[config.mk]
export PLATFORM = sky130hd
export DESIGN_NAME = blk_lock
export DESIGN_NICKNAME = d
export VERILOG_FILES = /design/src/rtl/blk_lock_pkg.sv /design/src/rtl/blk_aligner.sv /design/src/rtl/hdr_classify.sv /design/src/rtl/lock_ctrl.sv /design/src/rtl/blk_lock.sv
export SDC_FILE = /design/constraint.sdc
export NUM_CORES = 1
export LEC_CHECK = 0
export ABC_AREA = 1
export BUFFER_PORTS_ARGS = -buffer_cell sky130_fd_sc_hd__buf_2
export CAP_MARGIN = 20
export CORE_UTILIZATION = 59
export DETAILED_ROUTE_END_ITERATION = 10
export GPL_TIMING_DRIVEN = 0
export HOLD_SLACK_MARGIN = 0.12
export PLACE_DENSITY = 0.84
export SLEW_MARGIN = 10
export SYNTH_ARGS = -nofsm -noshare
export SYNTH_HDL_FRONTEND = slang
export SYNTH_SLANG_ARGS = --single-unit
[constraint.sdc]
create_clock -name clk_i -period 2.05 [get_ports clk_i]
set_input_delay 0.1025 -clock clk_i [delete_from_list [all_inputs] [get_ports clk_i]]
set_output_delay 0.1025 -clock clk_i [all_outputs]
set_load 0.02 [all_outputs]
[src/rtl/blk_lock_pkg.sv]
package blk_lock_pkg;
  localparam int BLK_W = 66;
  localparam int HDR_W = 2;

  typedef enum logic [1:0] {
    HDR_BAD  = 2'd0,
    HDR_DATA = 2'd1,
    HDR_CTRL = 2'd2
  } hdr_type_e;
endpackage

[src/rtl/blk_aligner.sv]
module blk_aligner
  import blk_lock_pkg::*;
#(
  parameter int BW = BLK_W
) (
  input  logic          clk_i,
  input  logic          rst_ni,
  input  logic          bit_i,
  input  logic          bit_vld_i,
  input  logic          slip_i,
  output logic [BW-1:0] blk_o,
  output logic          stb_o
);
  localparam int CNT_W = $clog2(BW);

  logic [BW-2:0]    sreg_q;
  logic [CNT_W-1:0] cnt_q;
  logic             pend_q;
  logic [BW-1:0]    word;

  assign word = {sreg_q, bit_i};

  always_ff @(posedge clk_i or negedge rst_ni) begin
    if (!rst_ni) begin
      sreg_q <= '0;
      cnt_q  <= '0;
      pend_q <= 1'b0;
      blk_o  <= '0;
      stb_o  <= 1'b0;
    end else begin
      stb_o <= 1'b0;
      if (bit_vld_i) begin
        sreg_q <= word[BW-2:0];
        // a slip swallows one accepted bit from the count
        if (slip_i || pend_q) begin
          pend_q <= 1'b0;
        end else if (cnt_q == CNT_W'(BW-1)) begin
          cnt_q <= '0;
          blk_o <= word;
          stb_o <= 1'b1;
        end else begin
          cnt_q <= cnt_q + 1'b1;
        end
      end else if (slip_i) begin
        pend_q <= 1'b1;
      end
    end
  end
endmodule

[src/rtl/hdr_classify.sv]
module hdr_classify
  import blk_lock_pkg::*;
(
  input  logic [HDR_W-1:0] hdr_i,
  output hdr_type_e        type_o
);
  always_comb begin
    unique case (hdr_i)
      2'b01:   type_o = HDR_DATA;
      2'b10:   type_o = HDR_CTRL;
      default: type_o = HDR_BAD;
    endcase
  end
endmodule

[src/rtl/lock_ctrl.sv]
module lock_ctrl
  import blk_lock_pkg::*;
#(
  parameter int BW       = BLK_W,
  parameter int LOCK_CNT = 64,
  parameter int WIN_LEN  = 64,
  parameter int BAD_LIM  = 16
) (
  input  logic          clk_i,
  input  logic          rst_ni,
  input  logic          stb_i,
  input  logic [BW-1:0] blk_i,
  input  hdr_type_e     type_i,
  output logic          slip_req_o,
  output logic [BW-1:0] block_o,
  output logic          blk_vld_o,
  output hdr_type_e     hdr_type_o,
  output logic          lock_o,
  output logic          slip_o
);
  localparam int GOOD_W = $clog2(LOCK_CNT + 1);
  localparam int WIN_W  = $clog2(WIN_LEN + 1);
  localparam int BAD_W  = $clog2(BAD_LIM + 1);

  typedef enum logic {ST_HUNT, ST_LOCK} st_e;

  st_e               st_q, st_d;
  logic [GOOD_W-1:0] good_q, good_d;
  logic [WIN_W-1:0]  win_q, win_d;
  logic [BAD_W-1:0]  badc_q, badc_d;
  logic              bad, last_bad;

  assign bad        = (type_i == HDR_BAD);
  assign last_bad   = (badc_q == BAD_W'(BAD_LIM - 1));
  assign slip_req_o = stb_i && bad && ((st_q == ST_HUNT) || last_bad);

  always_comb begin
    st_d   = st_q;
    good_d = good_q;
    win_d  = win_q;
    badc_d = badc_q;
    if (stb_i) begin
      case (st_q)
        ST_HUNT: begin
          if (bad) begin
            good_d = '0;
          end else if (good_q == GOOD_W'(LOCK_CNT - 1)) begin
            st_d   = ST_LOCK;
            good_d = '0;
            win_d  = '0;
            badc_d = '0;
          end else begin
            good_d = good_q + 1'b1;
          end
        end
        ST_LOCK: begin
          if (bad && last_bad) begin
            st_d   = ST_HUNT;
            win_d  = '0;
            badc_d = '0;
          end else if (win_q == WIN_W'(WIN_LEN - 1)) begin
            win_d  = '0;
            badc_d = '0;
          end else begin
            win_d = win_q + 1'b1;
            if (bad) badc_d = badc_q + 1'b1;
          end
        end
        default: st_d = ST_HUNT;
      endcase
    end
  end

  always_ff @(posedge clk_i or negedge rst_ni) begin
    if (!rst_ni) begin
      st_q       <= ST_HUNT;
      good_q     <= '0;
      win_q      <= '0;
      badc_q     <= '0;
      block_o    <= '0;
      blk_vld_o  <= 1'b0;
      hdr_type_o <= HDR_BAD;
      lock_o     <= 1'b0;
      slip_o     <= 1'b0;
    end else begin
      st_q      <= st_d;
      good_q    <= good_d;
      win_q     <= win_d;
      badc_q    <= badc_d;
      blk_vld_o <= stb_i;
      slip_o    <= slip_req_o;
      lock_o    <= (st_d == ST_LOCK);
      if (stb_i) begin
        block_o    <= blk_i;
        hdr_type_o <= type_i;
      end
    end
  end
endmodule

[src/rtl/blk_lock.sv]
module blk_lock
  import blk_lock_pkg::*;
#(
  parameter int LOCK_CNT = 64,
  parameter int WIN_LEN  = 64,
  parameter int BAD_LIM  = 16
) (
  input  logic             clk_i,
  input  logic             rst_ni,
  input  logic             bit_i,
  input  logic             bit_vld_i,
  output logic [BLK_W-1:0] block_o,
  output logic             blk_vld_o,
  output logic [1:0]       hdr_type_o,
  output logic             lock_o,
  output logic             slip_o
);
  logic [BLK_W-1:0] raw_blk;
  logic             raw_stb;
  logic             slip_req;
  hdr_type_e        raw_type;
  hdr_type_e        type_q;

  blk_aligner #(.BW(BLK_W)) u_align (
    .clk_i     (clk_i),
    .rst_ni    (rst_ni),
    .bit_i     (bit_i),
    .bit_vld_i (bit_vld_i),
    .slip_i    (slip_req),
    .blk_o     (raw_blk),
    .stb_o     (raw_stb)
  );

  hdr_classify u_cls (
    .hdr_i  (raw_blk[BLK_W-1 -: HDR_W]),
    .type_o (raw_type)
  );

  lock_ctrl #(
    .BW       (BLK_W),
    .LOCK_CNT (LOCK_CNT),
    .WIN_LEN  (WIN_LEN),
    .BAD_LIM  (BAD_LIM)
  ) u_ctrl (
    .clk_i      (clk_i),
    .rst_ni     (rst_ni),
    .stb_i      (raw_stb),
    .blk_i      (raw_blk),
    .type_i     (raw_type),
    .slip_req_o (slip_req),
    .block_o    (block_o),
    .blk_vld_o  (blk_vld_o),
    .hdr_type_o (type_q),
    .lock_o     (lock_o),
    .slip_o     (slip_o)
  );

  assign hdr_type_o = type_q;
endmodule

; ---- After elaboration in Yosys (flattened, before gate mapping)
; Index checks and enable logic that the tools add are counted.
[word_totals]
register_bits = 230
elab_cells = 67
inputBits = 4
output_inout_bits = 71
[op_classes]
n_eq_ne = 10
mux = 25
n_addsub = 4
reduce_logical = 13
n_bitwise = 2
[op_table]
columns = op, n
row1 = $mux 7, 7
row2 = $mux 5, 5
row3 = $add 7x1->7 const B, 3
row4 = $eq 7x6->1 const B, 2
row5 = $pmux 7 s2, 1
row6 = $pmux 5 s2, 1
row7 = $mux 1, 9
row8 = $eq 7x7->1 const B, 1
row9 = $reduce_and 2->1, 3
row10 = $reduce_and 3->1, 2
row11 = $add 5x1->5 const B, 1
row12 = $eq 5x4->1 const B, 1
row13 = $ne 2x2->1 const B, 2
row14 = $ne 4x4->1 const B, 1
row15 = $pmux 2 s2, 1
row16 = $reduce_and 4->1, 1
row17 = $logic_and 1x1->1, 3
row18 = $eq 2x1->1 const B, 1
row19 = $eq 2x2->1 const B, 1
row20 = $logic_not 2->1, 1
row21 = $logic_or 1x1->1, 2
row22 = $ne 2x1->1 const B, 1
row23 = $not 1->1, 2
row24 = $pmux 1 s2, 1
row25 = $reduce_bool 2->1, 1

; ---- Logic depth before layout (Yosys ltp)
[depth]
depth_word = 8
mapped_depth = 13
depth_no_buf = 11

; ---- Modules after synthesis
; Synthesis repeated with hierarchy kept, for this count alone.
[unflattened]
hier_cells = 1020
hier_area_um2 = 9110.0
[modules_own_cells]
columns = module, n_inst, area_per_inst_um2, cells_per_inst, seq_area_each_um2
row1 = blk_aligner, 1, 5356.4, 573, 3503.4
row2 = lock_ctrl, 1, 3738.6, 443, 2252.2
row3 = hdr_classify, 1, 15.0, 4, 0.0

; ---- Worst setup path before layout
; No wires, ideal clock.
[synth_path]
kind = reg2reg
startpoint = reg u_ctrl.badc_q[0]
endpoint = reg u_align.blk_o[57]
n_path_buf = 2
slack_ns = 0.234
setup_ns = 0.123
stages_incl_launch_ff = 13
t_arrival_ns = 1.693
cell_sequence = dfrtp_1 ha_1 nand2_1 nor2_1 ha_1 inv_1 nand2_1 nand3_2 nand3_2 buf_2 buf_2 o21ai_0 nand2_1
[synth_between]
elab_chain_cells = 6
[synth_rtl]
columns = element, line
row1 = from (decl), lock_ctrl.sv:30  ; logic [BAD_W-1:0] badc_q, badc_d;
row2 = from (signal assigned), lock_ctrl.sv:79  ; badc_q <= '0;
row3 = from (signal assigned), lock_ctrl.sv:89  ; badc_q <= badc_d;
row4 = $eq 5x4->1, lock_ctrl.sv:34  ; assign last_bad = (badc_q == BAD_W'(BAD_LIM - 1));
row5 = $logic_or 1x1->1, lock_ctrl.sv:35  ; assign slip_req_o = stb_i && bad && ((st_q == ST_HUNT) || last_bad);
row6 = $logic_and 1x1->1, lock_ctrl.sv:35
row7 = $logic_or 1x1->1, blk_aligner.sv:35  ; if (slip_i || pend_q) begin
row8 = $not 1->1 (no source line), n/a
row9 = $reduce_and 3->1 (no source line), n/a
row10 = to (signal assigned), blk_aligner.sv:39  ; blk_o <= word;
row11 = to (decl), blk_aligner.sv:11  ; output logic [BW-1:0] blk_o,
; Every way passes these cells.
; A chain may end at the register's enable or synchronous reset.

; ---- Final worst setup path
[layout_path]
startpoint = reg u_ctrl.badc_q[1]
endpoint = reg u_align.blk_o[62]
; Same word-level chain as after synthesis.

==> run summary <==
outcome -> complete, but fails checks
failing checks -> setup timing
layout cells sized above 1 -> 20.8%
GRT overflow -> 0
worst path arrival time -> 2530 ps
antenna violations before repair -> 0
Final Skew -> 17.0 ps
Worst Path Buf+Inv -> 3
CP delay by family, top -> simple AND/OR/NAND/NOR gates
Synth top area share -> 62.7%
DRT Pass-1 Iters -> 5
post-synthesis compound-gate area fraction -> 9.11%
post-detail-place hpwl -> 12.5 mm
multi-input logic area -> 3280 µm²
Site Rows -> 45
met1 GRT Util -> 34.8%
Post-Route WL -> 23.3 mm
PnR worst setup slack -> -84.4 ps
GRT met2 Usage -> 46.4%
ys async rst share -> 100%
CTS Buf Count -> 23
Post-synth EDFFs -> 0
crit path max fanout -> 7
leading area contributor after synthesis -> dfrtp_1
worst reg2reg setup slack -> -80 ps
syn_nets -> 1,027
vias in the first global route -> 7,249
post-synthesis adder-cell area fraction -> 1.09%
DRC Markers -> 0
top post-synthesis cells by area -> dfrtp_1, nand2_1, o21ai_0, inv_1, clkbuf_1
Layout area overhead -> 23.2%
Synth Register Bits -> 230
Die Ht -> 127 µm
Clock Sinks -> 230
FF+latch area -> 5760 µm²
final non-filler cell area -> 11,300 µm²
Slew HR -> 43.1%
number of placed I/O pins -> 75
sequential area share after synthesis -> 62.7%
Top FF cell, synth -> dfrtp_1
post-synthesis simple-gate area fraction -> 21.1%
synth warn -> 0
RD Place Congestion -> 0.835
NumNets Final -> 1,145
Starting Density -> 60.4%
first-pass GRT wire length -> 34.2 mm
R2R cell count -> 13
TritonCTS clock tree -> built
CTS H-tree lvls -> 1
die area -> 16,100 µm²
Routed Antenna Nets -> 0
GRT busiest layer -> met2
crit share post-route -> 104%
DR iter-0 viols -> 711
CTS clk-pin slew, worst paths -> 70 ps
RSZ-0062 raised after global routing -> true
Max Cap Viol -> 0
post-synthesis mux area share -> 0%
diode count -> 0
final slew viol count -> 0
GR Util All Layers -> 26.8%
Via density -> 5.74
measured slew at the worst slew-check pin -> 851 ps
syn_area_per_cell -> 9.04 µm²
Critical Path Start Type -> flop
final hold vios -> 0
cells along the critical path -> ha_2 -> nand2_2 -> nor2_4 -> ha_4 -> inv_2 -> nand2_2 -> nand3_4 -> nand3_4 -> nor2_4 -> buf_6 -> buf_6 -> nand2_1 -> o21ai_0
CTS Buffer Depth -> 3
Setup Viol. Count Final -> 61
main combinational cell family by area after synthesis -> simple AND/OR/NAND/NOR gates
post-synthesis cell area -> 9180 µm²
Die Wd -> 127 µm
WP data required -> 2450 ps
Hold Path Class -> in -> async
DR WL/cell -> 17.4 µm
clk root buf -> clkbuf_16
Port Buffers -> 74
most common cell in the synthesized netlist -> nand2_1
Pwr Density -> 876 nW/µm²
top cells by count, synth -> nand2_1, dfrtp_1, o21ai_0, inv_1, clkbuf_1
Layout fillers -> 943
Post-Synth XOR/XNOR Area -> 0.573%
critical path depth -> 13
Global Route met3 Usage -> 3.42%
Largest stage delay, worst path -> 410 ps
Vias -> 7,668
area of the core -> 15,200 µm²
Leakage -> 6.29 nW
Peak supply drop -> 0.698 mV
minimum clock period -> 2130 ps
type of the worst setup path -> reg -> reg
clock latency on the worst-skew pair -> 510 ps
CP max-delay cell -> dfrtp_1
Area after DPL -> 9850 µm²
setup TNS -> -2420 ps
f_max -> 469 MHz
largest net degree at the start of global routing -> 114
Yosys cell types -> 31
Cells after Synth -> 1,015
CP Capture Type -> flop
## state kept, by name, summed over array words and instances (netlist names), 2 cells and up
name	count
u_ctrl.hdr_type_o	2
u_align.blk_o	66
u_align.cnt_q	7
u_ctrl.block_o	66
u_align.sreg_q	65
u_ctrl.good_q	7
u_ctrl.badc_q	5
u_ctrl.win_q	7
## layout make-up
type | instances | area share, %
flip-flops and latches | 230 | 50.9
multi-input cells | 668 | 29.0
clock buffers | 35 | 6.20
repair buffers | 93 | 6.20
plain buffers | 52 | 2.75
inverters | 65 | 2.16
well taps | 188 | 2.08
clock inverters | 6 | 0.708
## worst register-to-register path: stages (launching register included)
cell and delay (ps):
dfrtp_1 410, ha_2 190, nand2_2 90, nor2_4 50
ha_4 150, inv_2 50, nand2_2 60, nand3_4 110
nand3_4 190, nor2_4 290, buf_6 190, buf_6 100
nand2_1 50, o21ai_0 120
## placed cells by master, fill, tap and decap left out, drive strengths merged, types with 8 or more instances in the layout
cell type,netlist,routed
nor2,23,23
ha,8,8
clkbuf,38,80
o21ai,154,154
nand2,436,436
inv,64,64
nand3,20,20
dfrtp,230,230
buf,14,97
nand4,8,8
## final timing paths
kind / from / end
max in group asynchronous: rst_ni / u_ctrl.block_o[41]
min reg2reg: u_ctrl.block_o[34] / u_ctrl.block_o[34]
max: u_ctrl.badc_q[1] / u_align.blk_o[62]
max reg2reg: u_ctrl.badc_q[1] / u_align.blk_o[62]
min: rst_ni / u_ctrl.good_q[4]
min in group clk_i: bit_vld_i / u_align.sreg_q[44]
## power breakdown
group	leakage (nW)	switching, mW	internal (mW)
Combinational	2.78	0.358	0.159
Sequential	3.12	0.269	4.78
Clock	0.390	1.74	2.60
## metal layers
metal  wire (µm)  share of wire [%]  vias up
met3        1340                5.7       78
met2       12100                 52      351
li1            -                  -     3445
met1        8910                 38     3794
met4         951                4.1        0
met5           0                  0        -
## repair_timing
item,CTS,global route
endpoints found under the setup margin,73,83
cloned,1,7
gates resized for setup,10,131
hold buffers,3,0
hold endpoints to repair,134,0
pin swaps,0,2
setup buffers,1,5
## cells by family after synthesis
| group | count (synthesis) |
|---|---|
| and+or+nand+nor | 490 |
| DFF | 230 |
| AOI/OAI and AO/OA | 164 |
| buffers and inverters | 117 |
| adders and majority gates | 8 |
| xor gates and xnor gates | 6 |
## metrics by stage
step                      util [%]  hold slack (ps)  total power, mW  setup slack [ps]  cells
after global routing          74.4              219             10.2              -140   1337
after CTS                     70.4              225             9.81              11.9   1325
after floorplan                  -             -193             5.29               234   1015
after global placement        64.4              336             5.48             -2970   1277
after detailed placement      64.8            -60.1             5.53              -154   1279
final                         74.4              203             9.91             -84.4   1337
(Power assumes the default switching activity.)
